==> config.mk <==
export PLATFORM = sky130hd
export DESIGN_NAME = seg_desc_loader
export DESIGN_NICKNAME = d
export VERILOG_FILES = /design/src/rtl/sdl_pkg.sv /design/src/rtl/sdl_selchk.sv /design/src/rtl/sdl_unpack.sv /design/src/rtl/sdl_cache.sv /design/src/rtl/seg_desc_loader.sv
export SDC_FILE = /design/constraint.sdc
export NUM_CORES = 1
export LEC_CHECK = 0
export BUFFER_PORTS_ARGS = -buffer_cell sky130_fd_sc_hd__buf_2
export CORE_MARGIN = 2
export CORE_UTILIZATION = 42
export CTS_CLUSTER_DIAMETER = 30
export DETAILED_ROUTE_END_ITERATION = 8
export GPL_TIMING_DRIVEN = 0
export SETUP_SLACK_MARGIN = 0.05
export SYNTH_ARGS = -nofsm -noshare
export SYNTH_HDL_FRONTEND = slang
export SYNTH_SLANG_ARGS = --single-unit
==> constraint.sdc <==
create_clock -name clk -period 4.5 [get_ports clk]
set_input_delay 0.225 -clock clk [delete_from_list [all_inputs] [get_ports clk]]
set_output_delay 0.225 -clock clk [all_outputs]
set_load 0.05 [all_outputs]
==> src/rtl/sdl_pkg.sv <==
package sdl_pkg;

    // Unpacked descriptor as held in a hidden segment cache.
    typedef struct packed {
        logic [31:0] base;
        logic [19:0] limit;
        logic [7:0]  acc;
        logic        gran;
        logic        dbit;
        logic        avail;
    } desc_t;

    typedef enum logic [2:0] {
        FLT_NONE   = 3'd0,
        FLT_NULL   = 3'd1,
        FLT_LIMIT  = 3'd2,
        FLT_ABSENT = 3'd3,
        FLT_PRIV   = 3'd4,
        FLT_TABLE  = 3'd5
    } fault_e;

    // Effective last offset of a segment, scaled by 4 KiB pages when granular.
    function automatic logic [31:0] span_of(input desc_t d);
        return d.gran ? {d.limit, 12'hFFF} : {12'h000, d.limit};
    endfunction

endpackage

==> src/rtl/sdl_selchk.sv <==
module sdl_selchk
    import sdl_pkg::*;
(
    input  logic [15:0] sel,
    input  logic        to_ldt,
    input  logic        sys_seg,
    input  logic [31:0] gdt_base,
    input  logic [15:0] gdt_limit,
    input  logic        ldt_ok,
    input  logic [31:0] ldt_base,
    input  logic [31:0] ldt_limit,
    output logic [31:0] desc_addr,
    output fault_e      early_flt,
    output logic        null_load
);

    logic [12:0] idx;
    logic        ti;
    logic        is_null;
    logic [15:0] last_byte;
    logic [31:0] offs;

    assign idx       = sel[15:3];
    assign ti        = sel[2];
    assign is_null   = (idx == 13'd0) && !ti;
    assign last_byte = {idx, 3'b111};
    assign offs      = {16'h0000, idx, 3'b000};

    always_comb begin
        desc_addr = ti ? (ldt_base + offs) : (gdt_base + offs);
        early_flt = FLT_NONE;
        null_load = 1'b0;
        if (to_ldt) begin
            if (ti)                          early_flt = FLT_TABLE;
            else if (is_null)                null_load = 1'b1;
            else if (last_byte > gdt_limit)  early_flt = FLT_LIMIT;
        end else if (is_null) begin
            if (sys_seg) early_flt = FLT_NULL;
            else         null_load = 1'b1;
        end else if (ti) begin
            if (!ldt_ok || ({16'h0000, last_byte} > ldt_limit))
                early_flt = FLT_LIMIT;
        end else if (last_byte > gdt_limit) begin
            early_flt = FLT_LIMIT;
        end
    end

endmodule

==> src/rtl/sdl_unpack.sv <==
module sdl_unpack
    import sdl_pkg::*;
(
    input  logic [31:0] lo_word,
    input  logic [31:0] hi_word,
    output desc_t       desc
);

    // lo_word = bytes 3..0, hi_word = bytes 7..4 (byte 0 least significant)
    always_comb begin
        desc.limit = {hi_word[19:16], lo_word[15:0]};
        desc.base  = {hi_word[31:24], hi_word[7:0], lo_word[31:16]};
        desc.acc   = hi_word[15:8];
        desc.gran  = hi_word[23];
        desc.dbit  = hi_word[22];
        desc.avail = hi_word[20];
    end

endmodule

==> src/rtl/sdl_cache.sv <==
module sdl_cache
    import sdl_pkg::*;
#(
    parameter int NUM_SEGS = 4,
    parameter int SEG_W    = 2
) (
    input  logic             clk,
    input  logic             rst_n,
    input  logic             we,
    input  logic [SEG_W-1:0] widx,
    input  logic             wvalid,
    input  logic [15:0]      wsel,
    input  desc_t            wdesc,
    input  logic [SEG_W-1:0] ridx,
    output logic             rvalid,
    output logic [15:0]      rsel,
    output desc_t            rdesc
);

    logic        ent_v [NUM_SEGS];
    logic [15:0] ent_s [NUM_SEGS];
    desc_t       ent_d [NUM_SEGS];

    for (genvar g = 0; g < NUM_SEGS; g++) begin : g_ent
        logic        v_q;
        logic [15:0] s_q;
        desc_t       d_q;

        always_ff @(posedge clk or negedge rst_n) begin
            if (!rst_n) begin
                v_q <= 1'b0;
                s_q <= 16'h0000;
                d_q <= '0;
            end else if (we && (widx == SEG_W'(g))) begin
                v_q <= wvalid;
                s_q <= wsel;
                d_q <= wdesc;
            end
        end

        assign ent_v[g] = v_q;
        assign ent_s[g] = s_q;
        assign ent_d[g] = d_q;
    end

    always_comb begin
        rvalid = ent_v[ridx];
        rsel   = ent_s[ridx];
        rdesc  = ent_d[ridx];
    end

endmodule

==> src/rtl/seg_desc_loader.sv <==
module seg_desc_loader
    import sdl_pkg::*;
#(
    parameter  int NUM_SEGS = 4,
    localparam int SEG_W    = (NUM_SEGS > 1) ? $clog2(NUM_SEGS) : 1
) (
    input  logic                clk,
    input  logic                rst_n,
    input  logic                gdt_we,
    input  logic [31:0]         gdt_base_in,
    input  logic [15:0]         gdt_limit_in,
    input  logic                ld_valid,
    output logic                ld_ready,
    input  logic                ld_to_ldt,
    input  logic [SEG_W-1:0]    ld_seg,
    input  logic [15:0]         ld_sel,
    input  logic [1:0]          ld_cpl,
    output logic                rd_valid,
    output logic [31:0]         rd_addr,
    input  logic                rd_ready,
    input  logic [31:0]         rd_data,
    output logic                done,
    output logic                fault,
    output logic [2:0]          fault_code,
    output logic [NUM_SEGS-1:0] seg_busy,
    input  logic [SEG_W-1:0]    q_seg,
    output logic                q_valid,
    output logic [15:0]         q_sel,
    output logic [31:0]         q_base,
    output logic [31:0]         q_limit,
    output logic [7:0]          q_access,
    output logic                q_gran,
    output logic                q_dbit,
    output logic                q_avail,
    output logic                ldt_valid,
    output logic [31:0]         ldt_base,
    output logic [31:0]         ldt_limit
);

    typedef enum logic [2:0] {
        ST_IDLE,
        ST_FETCH_LO,
        ST_FETCH_HI,
        ST_EVAL,
        ST_DONE
    } st_e;

    st_e state, nstate;

    // table registers
    logic [31:0] gdt_base_q;
    logic [15:0] gdt_limit_q;
    logic        ldt_valid_q;
    logic [31:0] ldt_base_q;
    logic [31:0] ldt_limit_q;

    // request capture
    logic [SEG_W-1:0] tgt_seg_q;
    logic             tgt_ldt_q;
    logic [15:0]      tgt_sel_q;
    logic [1:0]       tgt_cpl_q;
    logic [31:0]      addr_q;
    logic [31:0]      lo_q;
    logic [31:0]      hi_q;
    fault_e           flt_q;

    logic        accept;
    logic        sys_seg;
    logic [31:0] desc_addr;
    fault_e      early_flt;
    logic        null_load;
    desc_t       fetched;
    fault_e      late_flt;
    logic [1:0]  eff_pl;

    logic             cw_en;
    logic [SEG_W-1:0] cw_idx;
    logic             cw_valid;
    logic [15:0]      cw_sel;
    desc_t            cw_desc;
    desc_t            q_desc;

    assign accept  = ld_valid && (state == ST_IDLE);
    assign sys_seg = (ld_seg <= SEG_W'(1));

    sdl_selchk u_selchk (
        .sel       (ld_sel),
        .to_ldt    (ld_to_ldt),
        .sys_seg   (sys_seg),
        .gdt_base  (gdt_base_q),
        .gdt_limit (gdt_limit_q),
        .ldt_ok    (ldt_valid_q),
        .ldt_base  (ldt_base_q),
        .ldt_limit (ldt_limit_q),
        .desc_addr (desc_addr),
        .early_flt (early_flt),
        .null_load (null_load)
    );

    sdl_unpack u_unpack (
        .lo_word (lo_q),
        .hi_word (hi_q),
        .desc    (fetched)
    );

    // checks that need the fetched descriptor
    assign eff_pl = (tgt_cpl_q > tgt_sel_q[1:0]) ? tgt_cpl_q : tgt_sel_q[1:0];

    always_comb begin
        if (!fetched.acc[7])
            late_flt = FLT_ABSENT;
        else if (!tgt_ldt_q && (tgt_seg_q > SEG_W'(1)) && (eff_pl > fetched.acc[6:5]))
            late_flt = FLT_PRIV;
        else
            late_flt = FLT_NONE;
    end

    // next-state logic
    always_comb begin
        nstate = state;
        unique case (state)
            ST_IDLE: begin
                if (accept) begin
                    if ((early_flt != FLT_NONE) || null_load) nstate = ST_DONE;
                    else                                      nstate = ST_FETCH_LO;
                end
            end
            ST_FETCH_LO: if (rd_ready) nstate = ST_FETCH_HI;
            ST_FETCH_HI: if (rd_ready) nstate = ST_EVAL;
            ST_EVAL:     nstate = ST_DONE;
            ST_DONE:     nstate = ST_IDLE;
            default:     nstate = ST_IDLE;
        endcase
    end

    // state register
    always_ff @(posedge clk or negedge rst_n) begin
        if (!rst_n) state <= ST_IDLE;
        else        state <= nstate;
    end

    // datapath registers
    always_ff @(posedge clk or negedge rst_n) begin
        if (!rst_n) begin
            gdt_base_q  <= 32'h0;
            gdt_limit_q <= 16'h0;
            ldt_valid_q <= 1'b0;
            ldt_base_q  <= 32'h0;
            ldt_limit_q <= 32'h0;
            tgt_seg_q   <= '0;
            tgt_ldt_q   <= 1'b0;
            tgt_sel_q   <= 16'h0;
            tgt_cpl_q   <= 2'd0;
            addr_q      <= 32'h0;
            lo_q        <= 32'h0;
            hi_q        <= 32'h0;
            flt_q       <= FLT_NONE;
        end else begin
            if (gdt_we) begin
                gdt_base_q  <= gdt_base_in;
                gdt_limit_q <= gdt_limit_in;
            end
            if (accept) begin
                tgt_seg_q <= ld_seg;
                tgt_ldt_q <= ld_to_ldt;
                tgt_sel_q <= ld_sel;
                tgt_cpl_q <= ld_cpl;
                addr_q    <= desc_addr;
                flt_q     <= early_flt;
                if (ld_to_ldt && null_load) begin
                    ldt_valid_q <= 1'b0;
                    ldt_base_q  <= 32'h0;
                    ldt_limit_q <= 32'h0;
                end
            end
            if ((state == ST_FETCH_LO) && rd_ready) lo_q <= rd_data;
            if ((state == ST_FETCH_HI) && rd_ready) hi_q <= rd_data;
            if (state == ST_EVAL) begin
                flt_q <= late_flt;
                if (tgt_ldt_q && (late_flt == FLT_NONE)) begin
                    ldt_valid_q <= 1'b1;
                    ldt_base_q  <= fetched.base;
                    ldt_limit_q <= span_of(fetched);
                end
            end
        end
    end

    // cache write port: null loads at acceptance, fetched loads at evaluation
    always_comb begin
        cw_en    = (accept && null_load && !ld_to_ldt)
                 || ((state == ST_EVAL) && !tgt_ldt_q && (late_flt == FLT_NONE));
        cw_idx   = (state == ST_IDLE) ? ld_seg : tgt_seg_q;
        cw_valid = (state != ST_IDLE);
        cw_sel   = (state == ST_IDLE) ? ld_sel : tgt_sel_q;
        cw_desc  = (state == ST_IDLE) ? desc_t'('0) : fetched;
    end

    sdl_cache #(
        .NUM_SEGS (NUM_SEGS),
        .SEG_W    (SEG_W)
    ) u_cache (
        .clk    (clk),
        .rst_n  (rst_n),
        .we     (cw_en),
        .widx   (cw_idx),
        .wvalid (cw_valid),
        .wsel   (cw_sel),
        .wdesc  (cw_desc),
        .ridx   (q_seg),
        .rvalid (q_valid),
        .rsel   (q_sel),
        .rdesc  (q_desc)
    );

    // outputs
    always_comb begin
        ld_ready   = (state == ST_IDLE);
        rd_valid   = (state == ST_FETCH_LO) || (state == ST_FETCH_HI);
        rd_addr    = (state == ST_FETCH_HI) ? (addr_q + 32'd4) : addr_q;
        done       = (state == ST_DONE);
        fault      = (flt_q != FLT_NONE);
        fault_code = flt_q;
        for (int i = 0; i < NUM_SEGS; i++)
            seg_busy[i] = (state != ST_IDLE) && !tgt_ldt_q && (tgt_seg_q == SEG_W'(i));
        q_base     = q_desc.base;
        q_limit    = span_of(q_desc);
        q_access   = q_desc.acc;
        q_gran     = q_desc.gran;
        q_dbit     = q_desc.dbit;
        q_avail    = q_desc.avail;
        ldt_valid  = ldt_valid_q;
        ldt_base   = ldt_base_q;
        ldt_limit  = ldt_limit_q;
    end

endmodule

**Yosys cells after proc, flatten, opt, wreduce, memory -nomap -nowiden**

Index checks and enable logic that the tools add are counted.

- Register bits after elaboration: 556
- Logic and storage cells: 160

- Add/sub/neg operators: 3
- Magnitude comparators: 7
- Equal/unequal tests: 13
- Muxes and demuxes: 51
- Bitwise operators: 1
- Reductions and logical operators: 39

Operators by type and width:

| cell | number |
|---|---|
| $mux 32 | 12 |
| $mux 63 | 3 |
| $bmux 63 s2 | 1 |
| $add 32x16->32 | 2 |
| $mux 16 | 3 |
| $mux 3 | 13 |
| $add 32x3->32 const B | 1 |
| $bmux 16 s2 | 1 |
| $gt 16x32->1 | 1 |
| $logic_and 1x1->1 | 21 |
| $gt 16x16->1 | 1 |
| $logic_not 13->1 | 1 |
| $mux 1 | 12 |
| $pmux 3 s4 | 1 |
| $reduce_bool 3->1 | 3 |
| $eq 2x2->1 const B | 4 |
| $mux 2 | 4 |
| $eq 3x2->1 const B | 2 |
| $logic_not 3->1 | 2 |
| $eq 2x1->1 const B | 2 |
| $gt 2x2->1 | 2 |
| $logic_not 1->1 | 4 |
| $logic_not 2->1 | 2 |
| $logic_or 1x1->1 | 4 |
| 11 further kinds | 12 |

**Depth between registers and ports, before layout**

- Word-level depth: 11
- Depth in mapped cells: 17

**By module**

Synthesis repeated with hierarchy kept, for this count alone.

- Cell total of the unflattened synthesis: 1978
- Area total of the unflattened synthesis: 27361.2 µm²

Modules (own cells, without submodules):

| module | times used | cells each | area an instance (µm²) | seq. area each (µm²) |
|---|---|---|---|---|
| sdl_cache | 1 | 777 | 14004.7 | 8007.7 |
| seg_desc_loader | 1 | 819 | 10583.9 | 5905.7 |
| sdl_selchk | 1 | 319 | 2299.7 | 0.0 |
| sdl_unpack | 1 | 63 | 473.0 | 0.0 |

**Least setup slack after synthesis**

No wires, ideal clock.

- Kind: in2reg
- From: input ld_sel[2]
- To: register addr_q[25]
- Arrival: 3386 ps
- Slack: 1024 ps
- Cell stages on the path: 14
- Path through: buf_2 > buf_2 > buf_2 > buf_1 > mux2_2 > ha_1 > clkbuf_1 > a21o_1 > or2_1 > o32ai_1 > o22ai_1 > nand3_1 > xor2_1 > o221ai_1

- Longest elaborated chain between the ends: 1

Ends and longest elaborated chain:

| what | line | RTL |
|---|---|---|
| start, declared | seg_desc_loader.sv:16 | `input logic [15:0] ld_sel,` |
| $mux 32 | sdl_selchk.sv:30 | `desc_addr = ti ? (ldt_base + offs) : (gdt_base + offs);` |
| end signal, assigned | seg_desc_loader.sv:168 | `addr_q <= desc_addr;` |
| end, declared | seg_desc_loader.sv:62 | `logic [31:0] addr_q;` |

Every way passes these cells.
A chain may end at the register's enable or synchronous reset.

**Worst setup path in the final report**

- From: input ld_sel[2]
- To: register addr_q[31]

Same word-level chain as after synthesis.

==> run summary <==
Hold Crit Class: input pin to asynchronous set/reset pin
Worst Setup Start Kind: input pin
Endpoints failing hold: 0
Clock Path Buffers: 3
Fin cells: 3,808
PostCTS Resize Cnt: 0
Crit path required time: 5020 ps
Post-synth EDFFs: 0
Delay-heaviest family, CP: buffers and inverters
HPWL Detailed: 62,600 µm
Sw frac: 0.408
Synthesis-to-finish area growth: 30.3%
Worst-Margin Slew: 1030 ps
Post-DP Area: 28,400 µm²
Via density per instance: 5.59
GRT Total Usage: 0.277
Synth Register Bits: 555
Pwr dens: 767 nW/µm²
DRC: 0
Most frequent CP cell: buf_2
Residual antenna-violating net count after detailed routing: 0
Sw power: 10.5 mW
Combinational Power Share: 0.335
Root Buffer: clkbuf_16
Area leader, netlist: dfrtp_1
Number of port buffers: 302
Yosys top cell area share: 0.539
Placed cells: 3,482
Main area contributors after synthesis: dfrtp_1 54%, nand2_1 8.4%, mux4_2 7.0%
Max incr delay on CP: 800 ps
Async SR Flop Fraction: 1.00
Die Y: 252 µm
Internal power: 15.3 mW
Total CTS buffers: 117
Vias in the first global route: 21,600
CP Max Fanout: 10
# clock sinks: 555
VDD IR max: 586 µV
Commonest register cell after synthesis: dfrtp_1
Pre-antenna DRT Iters: 5
Global placer's final weighted congestion: 0.917
Syn Inst Count: 2,393
Post-Syn Area: 25,800 µm²
CTS tree: built
Final Hold Slack: 33.9 ps
Setup WS pre-CTS: -327 ps
Maxcap violations: 0
Fmax: 0.240 GHz
Worst r2r src: tgt_sel_q[1]$_DFFE_PN0P_
CP Class: input pin to flip-flop
Power consumption: 25.7 mW
YS warnings: 0
Rows: 90
IO Count: 308
Layout filler cell count: 5,182
Tmin final: 4170 ps
RSZ-0062 raised after global routing: no
Clock Latency Late Sink: 670 ps
Global-route wire length before repair: 133,000 µm
Most common cell after layout, fill and taps aside: nand2_1
Layout cell share with drive strength beyond 1: 0.284
CP Cell Sequence: buf_2, buf_2, buf_2, clkbuf_1, mux2_2, ha_1, inv_1, fa_1, nor2b_1, o31a_1, o32ai_1, o22ai_1, nand2_1, xnor2_1, o21ai_0
Max-slew headroom: 0.312
Setup violators final: 0
Synth cell types: 71
Crit path launch: ld_sel[2]
Core area: 60,500 µm²
Largest net degree at the start of global routing: 124
Syn_nets: 2,547
Routed via count: 21,300
Max Slew Vio Count: 0
Fin Clk Skew: 17.4 ps
Seq pwr share: 0.321
Grt ovf: 0
Post-layout utilization of the core: 0.555
Worst setup margin: 330 ps
Setup crit end kind: flip-flop
Mean area per synthesized cell: 10.8 µm²
Sum of buffers and inverters on the critical path: 5
Commonest cells after routing, fill and taps aside: 576 x nand2_1, 555 x dfrtp_1, 349 x buf_2
Final wirelength: 87,300 µm
Critical path's slowest cell: o22ai_1
Die area: 63,400 µm²
Clk pwr share: 0.344
Average wire per standard cell: 22.9 µm
LEAKAGE: 15.7 nW
Status: complete, no violations
Fin crit share: 0.927
CTS clock-pin slew for the worst setup and hold paths: 50 ps
Final instance area: 33,600 µm²
Initial Util: 0.426
TNS Setup: 0 ps
Final nets: 3,075
DRT iter0 DRCs: 1,752
Post-CTS Setup Inserts: 0
Sequential share of the synthesized area: 0.539
Die width: 252 µm
Initial antenna violation count: 10
Critical Path AT: 4690 ps
H-Tree Level Count: 3
[cell families (layout without fill, tap and decap cells)]
family / Yosys count / after routing / share of synthesized area
muxes: 241 / 241 / 0.139
DFF: 555 / 555 / 0.539
and+or+nand+nor: 803 / 803 / 0.134
xor gates and xnor gates: 55 / 55 / 0.0187
AOI/OAI and AO/OA: 493 / 493 / 0.110
buffers and inverters: 200 / 831 / 0.0372
adders and majority gates: 46 / 46 / 0.0226
other: 0 / 2 / 0
[worst register-to-register path, cell delays in order, from the launching register on]
cell,delay [ps]
dfrtp_1,340
inv_1,70
ha_1,230
nand2_1,90
o21ai_0,80
a221oi_1,220
o21ai_0,150
ha_1,290
a221oi_1,570
nor3_1,160
or2_4,320
nand2_1,190
buf_2,320
clkbuf_1,520
o21ai_0,180
[routing by layer]
| layer | GRT usage | vias to the layer above | part of all wire |
|---|---|---|---|
| met5 | 0 | - | 0.00045 |
| met4 | 0.0956 | 8 | 0.029 |
| met3 | 0.0583 | 163 | 0.075 |
| met2 | 0.440 | 871 | 0.47 |
| met1 | 0.380 | 10800 | 0.42 |
| li1 | - | 9475 | - |
[final cells by class]
| class | instances | area, µm² | area share |
|---|---|---|---|
| multi-input combinational | 1638 | 10900 | 0.326 |
| sequential | 555 | 13900 | 0.414 |
| clock buffer | 143 | 3190 | 0.0949 |
| antenna | 2 | 5.00 | 0.000149 |
| tap | 782 | 978 | 0.0291 |
| clock inverter | 79 | 951 | 0.0283 |
| timing repair buffer | 409 | 2680 | 0.0798 |
| inverter | 41 | 155 | 0.00462 |
| buffer | 159 | 803 | 0.0239 |
[final timing paths]
check | end | slack, ps | cells past startpoint
setup / recovery | addr_q[31]$_DFFE_PN0P_ | 330 | 15
hold / removal | u_cache.g_ent[3].s_q[1]$_DFFE_PN0P_ | 30 | 2
setup reg to reg | u_cache.ent_d[24]$_DFFE_PN0P_ | 620 | 14
hold reg to reg | u_cache.g_ent[1].v_q$_DFFE_PN0P_ | 460 | 1
max in group asynchronous | u_cache.ent_d[183]$_DFFE_PN0P_ | 2640 | 5
min in group clk | state[0]$_DFFE_PN0P_ | 60 | 3
[flip-flops by register name, indices dropped and copies added, names as in the netlist]
signal             count
state                  3
tgt_sel_q             16
u_cache.g_ent.s_q     64
addr_q                32
tgt_ldt_q              1
hi_q                  31
ldt_limit             32
gdt_limit_q           16
u_cache.g_ent.v_q      4
gdt_base_q            32
ldt_valid              1
tgt_cpl_q              2
fault_code             3
lo_q                  32
tgt_seg_q              2
u_cache.ent_d        252
ldt_base              32
[what timing repair did]
action	in CTS	in global routing
endpoints found under the hold margin	405	0
endpoints found under the setup margin	0	0
hold buffers	102	0
[cells in the mapped netlist (all sizes together) (4+ instances only)]
library cell and count:
nand2 577, dfrtp 555, o21ai 399, mux2 125, buf 80, mux4 80
clkbuf 79, nand3 63, ha 45, inv 40, nor2 39, xnor2 37
mux2i 36, nand4 24, a21oi 23, xor2 18, and2 17, or2 17
nor3 14, a22o 12, nor4 12, and3 11, a21o 9, nand2b 9
o31ai 9, a211oi 8, o211ai 5, a31oi 4, nand3b 4, nor3b 4
[power by group through the flow]
stage          clock network (mW)  logic [mW]  registers, mW
2_1_floorplan                   0        5.37           8.46
3_3_place_gp                    0        8.34           8.17
3_5_place_dp                    0        8.49           8.25
4_1_cts                      8.93        8.61           8.21
5_1_grt                      9.24        9.27           8.42
6_report                     8.86        8.62           8.27
No activity file was read; power rests on OpenSTA's default activity.
